[src/rtl/be_lsa_pkg.sv]
package be_lsa_pkg;
  typedef enum logic [1:0] {
    SZ_BYTE = 2'b00,
    SZ_HALF = 2'b01,
    SZ_WORD = 2'b10,
    SZ_RSVD = 2'b11
  } acc_size_e;
endpackage

[src/rtl/be_align_check.sv]
module be_align_check
  import be_lsa_pkg::*;
#(
  parameter int OFF_W = 2
) (
  input  logic [OFF_W-1:0] off,
  input  acc_size_e        size,
  output logic             bad
);
  always_comb begin
    unique case (size)
      SZ_BYTE: bad = 1'b0;
      SZ_HALF: bad = off[0];
      SZ_WORD: bad = |off;
      default: bad = 1'b1;
    endcase
  end
endmodule

[src/rtl/be_store_path.sv]
module be_store_path
  import be_lsa_pkg::*;
#(
  parameter int DATA_W = 32,
  parameter int LANES  = DATA_W / 8,
  parameter int OFF_W  = $clog2(LANES)
) (
  input  logic              st_en,
  input  logic [OFF_W-1:0]  off,
  input  acc_size_e         size,
  input  logic [DATA_W-1:0] wdata_in,
  output logic [LANES-1:0]  be,
  output logic [DATA_W-1:0] wdata_out
);
  localparam int HALVES = LANES / 2;

  // lane at byte offset l sits at be[LANES-1-l] (big-endian)
  for (genvar l = 0; l < LANES; l++) begin : g_lane
    localparam logic [OFF_W-1:0] LOFF = OFF_W'(l);
    logic hit;
    always_comb begin
      unique case (size)
        SZ_BYTE: hit = (off == LOFF);
        SZ_HALF: hit = (off[OFF_W-1:1] == LOFF[OFF_W-1:1]);
        SZ_WORD: hit = 1'b1;
        default: hit = 1'b0;
      endcase
    end
    assign be[LANES-1-l] = st_en & hit;
  end

  always_comb begin
    unique case (size)
      SZ_BYTE: wdata_out = {LANES{wdata_in[7:0]}};
      SZ_HALF: wdata_out = {HALVES{wdata_in[15:0]}};
      default: wdata_out = wdata_in;
    endcase
  end
endmodule

[src/rtl/be_load_path.sv]
module be_load_path
  import be_lsa_pkg::*;
#(
  parameter int DATA_W = 32,
  parameter int LANES  = DATA_W / 8,
  parameter int OFF_W  = $clog2(LANES)
) (
  input  logic              clk,
  input  logic              rst_n,
  input  logic              cap_en,
  input  logic [OFF_W-1:0]  cap_off,
  input  acc_size_e         cap_size,
  input  logic              cap_sext,
  input  logic [DATA_W-1:0] rdata,
  output logic              ld_valid,
  output logic [DATA_W-1:0] ld_data
);
  localparam int HALVES = LANES / 2;

  logic             vld_q, vld_d;
  logic [OFF_W-1:0] off_q, off_d;
  acc_size_e        size_q, size_d;
  logic             sext_q, sext_d;

  always_comb begin
    vld_d  = cap_en;
    off_d  = off_q;
    size_d = size_q;
    sext_d = sext_q;
    if (cap_en) begin
      off_d  = cap_off;
      size_d = cap_size;
      sext_d = cap_sext;
    end
  end

  always_ff @(posedge clk or negedge rst_n) begin
    if (!rst_n) begin
      vld_q  <= 1'b0;
      off_q  <= '0;
      size_q <= SZ_WORD;
      sext_q <= 1'b0;
    end else begin
      vld_q  <= vld_d;
      off_q  <= off_d;
      size_q <= size_d;
      sext_q <= sext_d;
    end
  end

  logic [7:0]  lane_b [LANES];
  logic [15:0] lane_h [HALVES];
  for (genvar l = 0; l < LANES; l++) begin : g_bsel
    assign lane_b[l] = rdata[DATA_W-1-8*l -: 8];
  end
  for (genvar h = 0; h < HALVES; h++) begin : g_hsel
    assign lane_h[h] = rdata[DATA_W-1-16*h -: 16];
  end

  logic [7:0]  byte_sel;
  logic [15:0] half_sel;
  assign byte_sel = lane_b[off_q];
  assign half_sel = lane_h[off_q[OFF_W-1:1]];

  always_comb begin
    unique case (size_q)
      SZ_BYTE: ld_data = {{(DATA_W-8){sext_q & byte_sel[7]}}, byte_sel};
      SZ_HALF: ld_data = {{(DATA_W-16){sext_q & half_sel[15]}}, half_sel};
      default: ld_data = rdata;
    endcase
  end

  assign ld_valid = vld_q;

  assert_word_pass_R10: assert property (@(posedge clk) disable iff (!rst_n)
    (ld_valid && size_q == SZ_WORD) |-> (ld_data == rdata));

  assert_byte_zext_R8: assert property (@(posedge clk) disable iff (!rst_n)
    (ld_valid && size_q == SZ_BYTE && !sext_q) |-> (ld_data[DATA_W-1:8] == '0));

  assert_half_sext_R9: assert property (@(posedge clk) disable iff (!rst_n)
    (ld_valid && size_q == SZ_HALF && sext_q && ld_data[15]) |-> (&ld_data[DATA_W-1:16]));
endmodule

[src/rtl/be_ls_aligner.sv]
module be_ls_aligner
  import be_lsa_pkg::*;
#(
  parameter int ADDR_W = 32,
  parameter int DATA_W = 32,
  localparam int LANES = DATA_W / 8,
  localparam int OFF_W = $clog2(LANES)
) (
  input  logic              clk,
  input  logic              rst_n,
  input  logic              req_valid,
  input  logic              req_store,
  input  logic [1:0]        req_size,
  input  logic              req_signed,
  input  logic [ADDR_W-1:0] req_addr,
  input  logic [DATA_W-1:0] req_wdata,
  output logic [ADDR_W-1:0] mem_addr,
  output logic              mem_en,
  output logic              mem_we,
  output logic [LANES-1:0]  mem_be,
  output logic [DATA_W-1:0] mem_wdata,
  input  logic [DATA_W-1:0] mem_rdata,
  output logic              misalign,
  output logic              ld_valid,
  output logic [DATA_W-1:0] ld_data
);
  acc_size_e        size;
  logic [OFF_W-1:0] off;
  logic             bad;
  logic             accept;

  assign size = acc_size_e'(req_size);
  assign off  = req_addr[OFF_W-1:0];

  be_align_check #(.OFF_W(OFF_W)) align_i (
    .off  (off),
    .size (size),
    .bad  (bad)
  );

  assign misalign = req_valid & bad;
  assign accept   = req_valid & ~bad;
  assign mem_en   = accept;
  assign mem_we   = accept & req_store;
  assign mem_addr = {req_addr[ADDR_W-1:OFF_W], {OFF_W{1'b0}}};

  be_store_path #(.DATA_W(DATA_W)) st_i (
    .st_en     (accept & req_store),
    .off       (off),
    .size      (size),
    .wdata_in  (req_wdata),
    .be        (mem_be),
    .wdata_out (mem_wdata)
  );

  be_load_path #(.DATA_W(DATA_W)) ld_i (
    .clk      (clk),
    .rst_n    (rst_n),
    .cap_en   (accept & ~req_store),
    .cap_off  (off),
    .cap_size (size),
    .cap_sext (req_signed),
    .rdata    (mem_rdata),
    .ld_valid (ld_valid),
    .ld_data  (ld_data)
  );

  assert_quiet_on_misalign_R7: assert property (@(posedge clk) disable iff (!rst_n)
    misalign |-> (!mem_en && !mem_we && mem_be == '0));

  assert_byte_one_lane_R2: assert property (@(posedge clk) disable iff (!rst_n)
    (mem_we && size == SZ_BYTE) |-> ($countones(mem_be) == 1));

  assert_half_two_lanes_R3: assert property (@(posedge clk) disable iff (!rst_n)
    (mem_we && size == SZ_HALF) |-> ($countones(mem_be) == 2));

  assert_ldvalid_follows_R11: assert property (@(posedge clk) disable iff (!rst_n)
    (req_valid && !req_store && !misalign) |=> ld_valid);

  assert_no_ld_after_bad_R7: assert property (@(posedge clk) disable iff (!rst_n)
    (!mem_en || mem_we) |=> !ld_valid);
endmodule

[config.mk]
export PLATFORM = sky130hd
export DESIGN_NAME = be_ls_aligner
export DESIGN_NICKNAME = d
export VERILOG_FILES = /design/src/rtl/be_lsa_pkg.sv /design/src/rtl/be_align_check.sv /design/src/rtl/be_store_path.sv /design/src/rtl/be_load_path.sv /design/src/rtl/be_ls_aligner.sv
export SDC_FILE = /design/constraint.sdc
export NUM_CORES = 1
export LEC_CHECK = 0
export ABC_AREA = 1
export ABC_CLOCK_PERIOD_IN_PS = 2130
export BUFFER_PORTS_ARGS = -buffer_cell sky130_fd_sc_hd__buf_4
export CORE_AREA = 2 2 81 83
export DETAILED_ROUTE_END_ITERATION = 10
export DIE_AREA = 0 0 83 85
export GPL_ROUTABILITY_DRIVEN = 0
export PLACE_DENSITY = 0.7
export SLEW_MARGIN = 20
export SYNTH_ARGS = -nofsm -noshare
export SYNTH_HDL_FRONTEND = slang
export SYNTH_SLANG_ARGS = --single-unit
[constraint.sdc]
create_clock -name clk -period 2.13 [get_ports clk]
set_clock_uncertainty 0.1 [all_clocks]
set_input_delay 0 -clock clk [delete_from_list [all_inputs] [get_ports clk]]
set_output_delay 0 -clock clk [all_outputs]
set_load 0.02 [all_outputs]
==> flow_summary.ini <==
[run_status]
status = complete, no violations

[clock_tree]
cts_made_buffers = 3
ctsHtreeMaxLevel = 1
clock_latency_ns = 0.22
cts_tree = yes
cts_resized = 0
cts_root_buffer = clkbuf_8
cts.sinks = 6
cts.clk_slew.worst_paths_ns = 0.04
cts_max_path_buffers = 2

[global_route]
overflow = 0
busiest_layer = met2
grt_max_degree = 30
grt_pass1_wl_um = 10600
grt_use_met3 = 0.0457
grt_pass1_vias = 2403
track_usage = 0.175
antenna_found_initial = 0
use_met2 = 0.314
gr-usage-met1 = 0.203

[setup_path]
worstPathRequired_ns = 2.19
cp_slowest_cell = dlygate4sd3_1
crit_chain = dlygate4sd3_1, buf_4, nor2_2, buf_4, nor2_1, nor2_2, nand4_1, dlygate4sd3_1, nand2_1
cp-start-kind = primary input
rr_startpoint = ld_i.off_q[1]
crit_path_max_fanout = 15
path_delay_family = buffers and inverters
crit_buf_inv = 4
critPathKind = in -> reg
reg2reg_depth = 3
crit_path_max_incr_delay_ns = 0.57
worstPathArrival_ns = 1.98
critPathCaptureType = register
r2r_end = ld_i.off_q[1]
rrSetupSlack_ns = 1.11

[logic_synthesis]
yosys_register_bits = 6
synth.top_cells.by_area = nand2_1 (35%), buf_4 (19%), nand3_1 (10%)
yosys.area_share.simple = 0.548
synth_cells = 323
synth_area_mm2 = 0.00170
synth_xor_area_frac = 0
synth_top_area_cell = nand2_1
synth_top_family_by_area = simple AND/OR/NAND/NOR gates
synth_top_area_frac = 0.352
yosysWarnings = 0
avgSynthCellArea_um2 = 5.25
ys_types = 25
ys_seq_area_frac = 0.0893
synth_compound_area_frac = 0.0827
muxShareOfSynthArea = 0
synth-adder-area-share = 0

[place]
port_buffers = 144
placed_area_mm2 = 0.00251
dp_hpwl_um = 5060
pre_cts_slack_ns = 0.541

[sta]
setup_viol = 0
worst_slew_pin_slew_ns = 0.566
layout_setup_ws_ns = 0.209
min_period_over_period = 0.902
hold_viol = 0
fmax_ghz = 0.521
finalCriticalPeriod_ns = 1.92
slew_violations = 0
tns_ns = 0
rsz0062_at_grt = no
slew_headroom = 0.620

[die]
dieArea_mm2 = 0.00706
die_h_um = 85
start_util = 0.273
fp-row-count = 29
fp.dieW_um = 83
coreArea_mm2 = 0.00620
io_pins = 207

[detailed_routing]
wl_per_cell_um = 12.3
drcViolationCount = 0
drtAntennaViolNets = 0
firstDrtPassIters = 4
wl_um = 6550
viasPerCell = 4.71
drtIter0Drc = 92
vias = 2514

[layout]
diodes = 0
fin_area_mm2 = 0.00292
final_layout_size_suffix_gt1_frac = 0.363
area_growth_pct = 72.3
nets = 561
fillers = 652
final_util = 0.471

[min_path]
hold_depth = 3
hold_start = req_addr[1]
hp-class = in -> reg
hold_end = ld_i.off_q[1]

[power]
power_mw = 1.64
p_leak_nw = 1.71
power_density_mw_per_mm2 = 562
peakVddDrop_v = 0.000266

[flow_run]
maxCapViolations = 0
## final cells by class
cell class | instances | area, µm² | share of cell area
clock buffers | 4 | 45.0 | 0.0154
inverters | 20 | 78.8 | 0.0270
multi-input cells | 243 | 1080 | 0.368
flip-flops and latches | 6 | 151 | 0.0518
well taps | 77 | 96.3 | 0.0330
repair buffers | 184 | 1470 | 0.504
## layout by cell type (no fill, tap or decap), types with 2 or more instances in the layout
cell type / Yosys / final
o211ai_1: 7 / 7
nand2_1: 159 / 159
inv_2: 3 / 3
inv_1: 15 / 15
o21ai_0: 10 / 10
nand2_2: 2 / 2
buf_4: 42 / 147
nand4_1: 6 / 6
nand3_1: 34 / 34
conb_1: 1 / 2
nand2_4: 2 / 2
dlygate4sd3_1: 0 / 37
nor2_1: 9 / 9
nor2_2: 4 / 4
dfrtp_1: 5 / 5
clkbuf_8: 0 / 3
a31oi_1: 4 / 4
## per-layer routing
metal  vias to the layer above  wire length, µm
met5                         -                0
met4                         0               91
met3                         8              798
met2                       160             3200
met1                      1096             2450
li1                       1250                -
## kinds of logic (layout without fill, tap and decap cells)
kind of cell / after synthesis / count (layout)
AOI/OAI and AO/OA: 23 / 23
other: 1 / 2
and+or+nand+nor: 218 / 218
buffers and inverters: 75 / 208
DFF: 6 / 6
## state kept, by name, indices dropped and copies added, names as in the netlist
register	flops
ld_i.ld_valid	1
ld_i.off_q	2
ld_i.sext_q	1
ld_i.size_q	2
## worst min-delay path: cells and delay by family
family                 cells  cell delay, ns
buffers and inverters      1            0.13
and+or+nand+nor            2            0.16
## report_power, final
group	leakage (nW)	switching (mW)	internal (mW)
logic	1.61	0.759	0.540
registers	0.0749	0.0290	0.135
clock network	0.0228	0.0507	0.129
total	1.71	0.838	0.804
## timing repair
item,CTS,global route
buffers inserted,0,0
hold endpoints to repair,40,0
hold buffers,37,0
## Yosys cell counts
master      n
buf_4      42
inv_2       3
a31oi_1     4
nand3_2     1
conb_1      1
buf_2       5
clkbuf_1    5
a22oi_1     1
nand3_1    34
o21ai_0    10
dfstp_2     1
o211ai_1    7
clkinv_2    1
nand2_4     2
nor2_8      1
nor2_2      4
nand2_2     2
o21ai_1     1
buf_6       3
dfrtp_1     5
nor2_1      9
nand4_1     6
inv_1      15
inv_4       1
nand2_1   159
## stage by stage
stage               hold slack (ns)  instances
finish                      0.00913        534
global route                 0.0252        534
CTS                         0.00360        534
detailed placement           -0.284        493
global placement             -0.286        493
floorplan                    -0.396        324
## how the worst max path moves through the flow
stage	start	endpoint	slack [ns]	depth (start not counted)
final	req_size[0]	ld_i.size_q[1]	0.21	9
after global routing	req_size[0]	ld_i.size_q[1]	0.03	9
after CTS	req_size[0]	ld_i.sext_q	0.23	9
after detailed placement	ld_i.size_q[1]	ld_data[12]	0.54	8
after global placement	ld_i.size_q[1]	ld_data[12]	0.58	8
after floorplan	ld_i.size_q[1]	ld_data[10]	0.71	9
(Power assumes the default switching activity.)
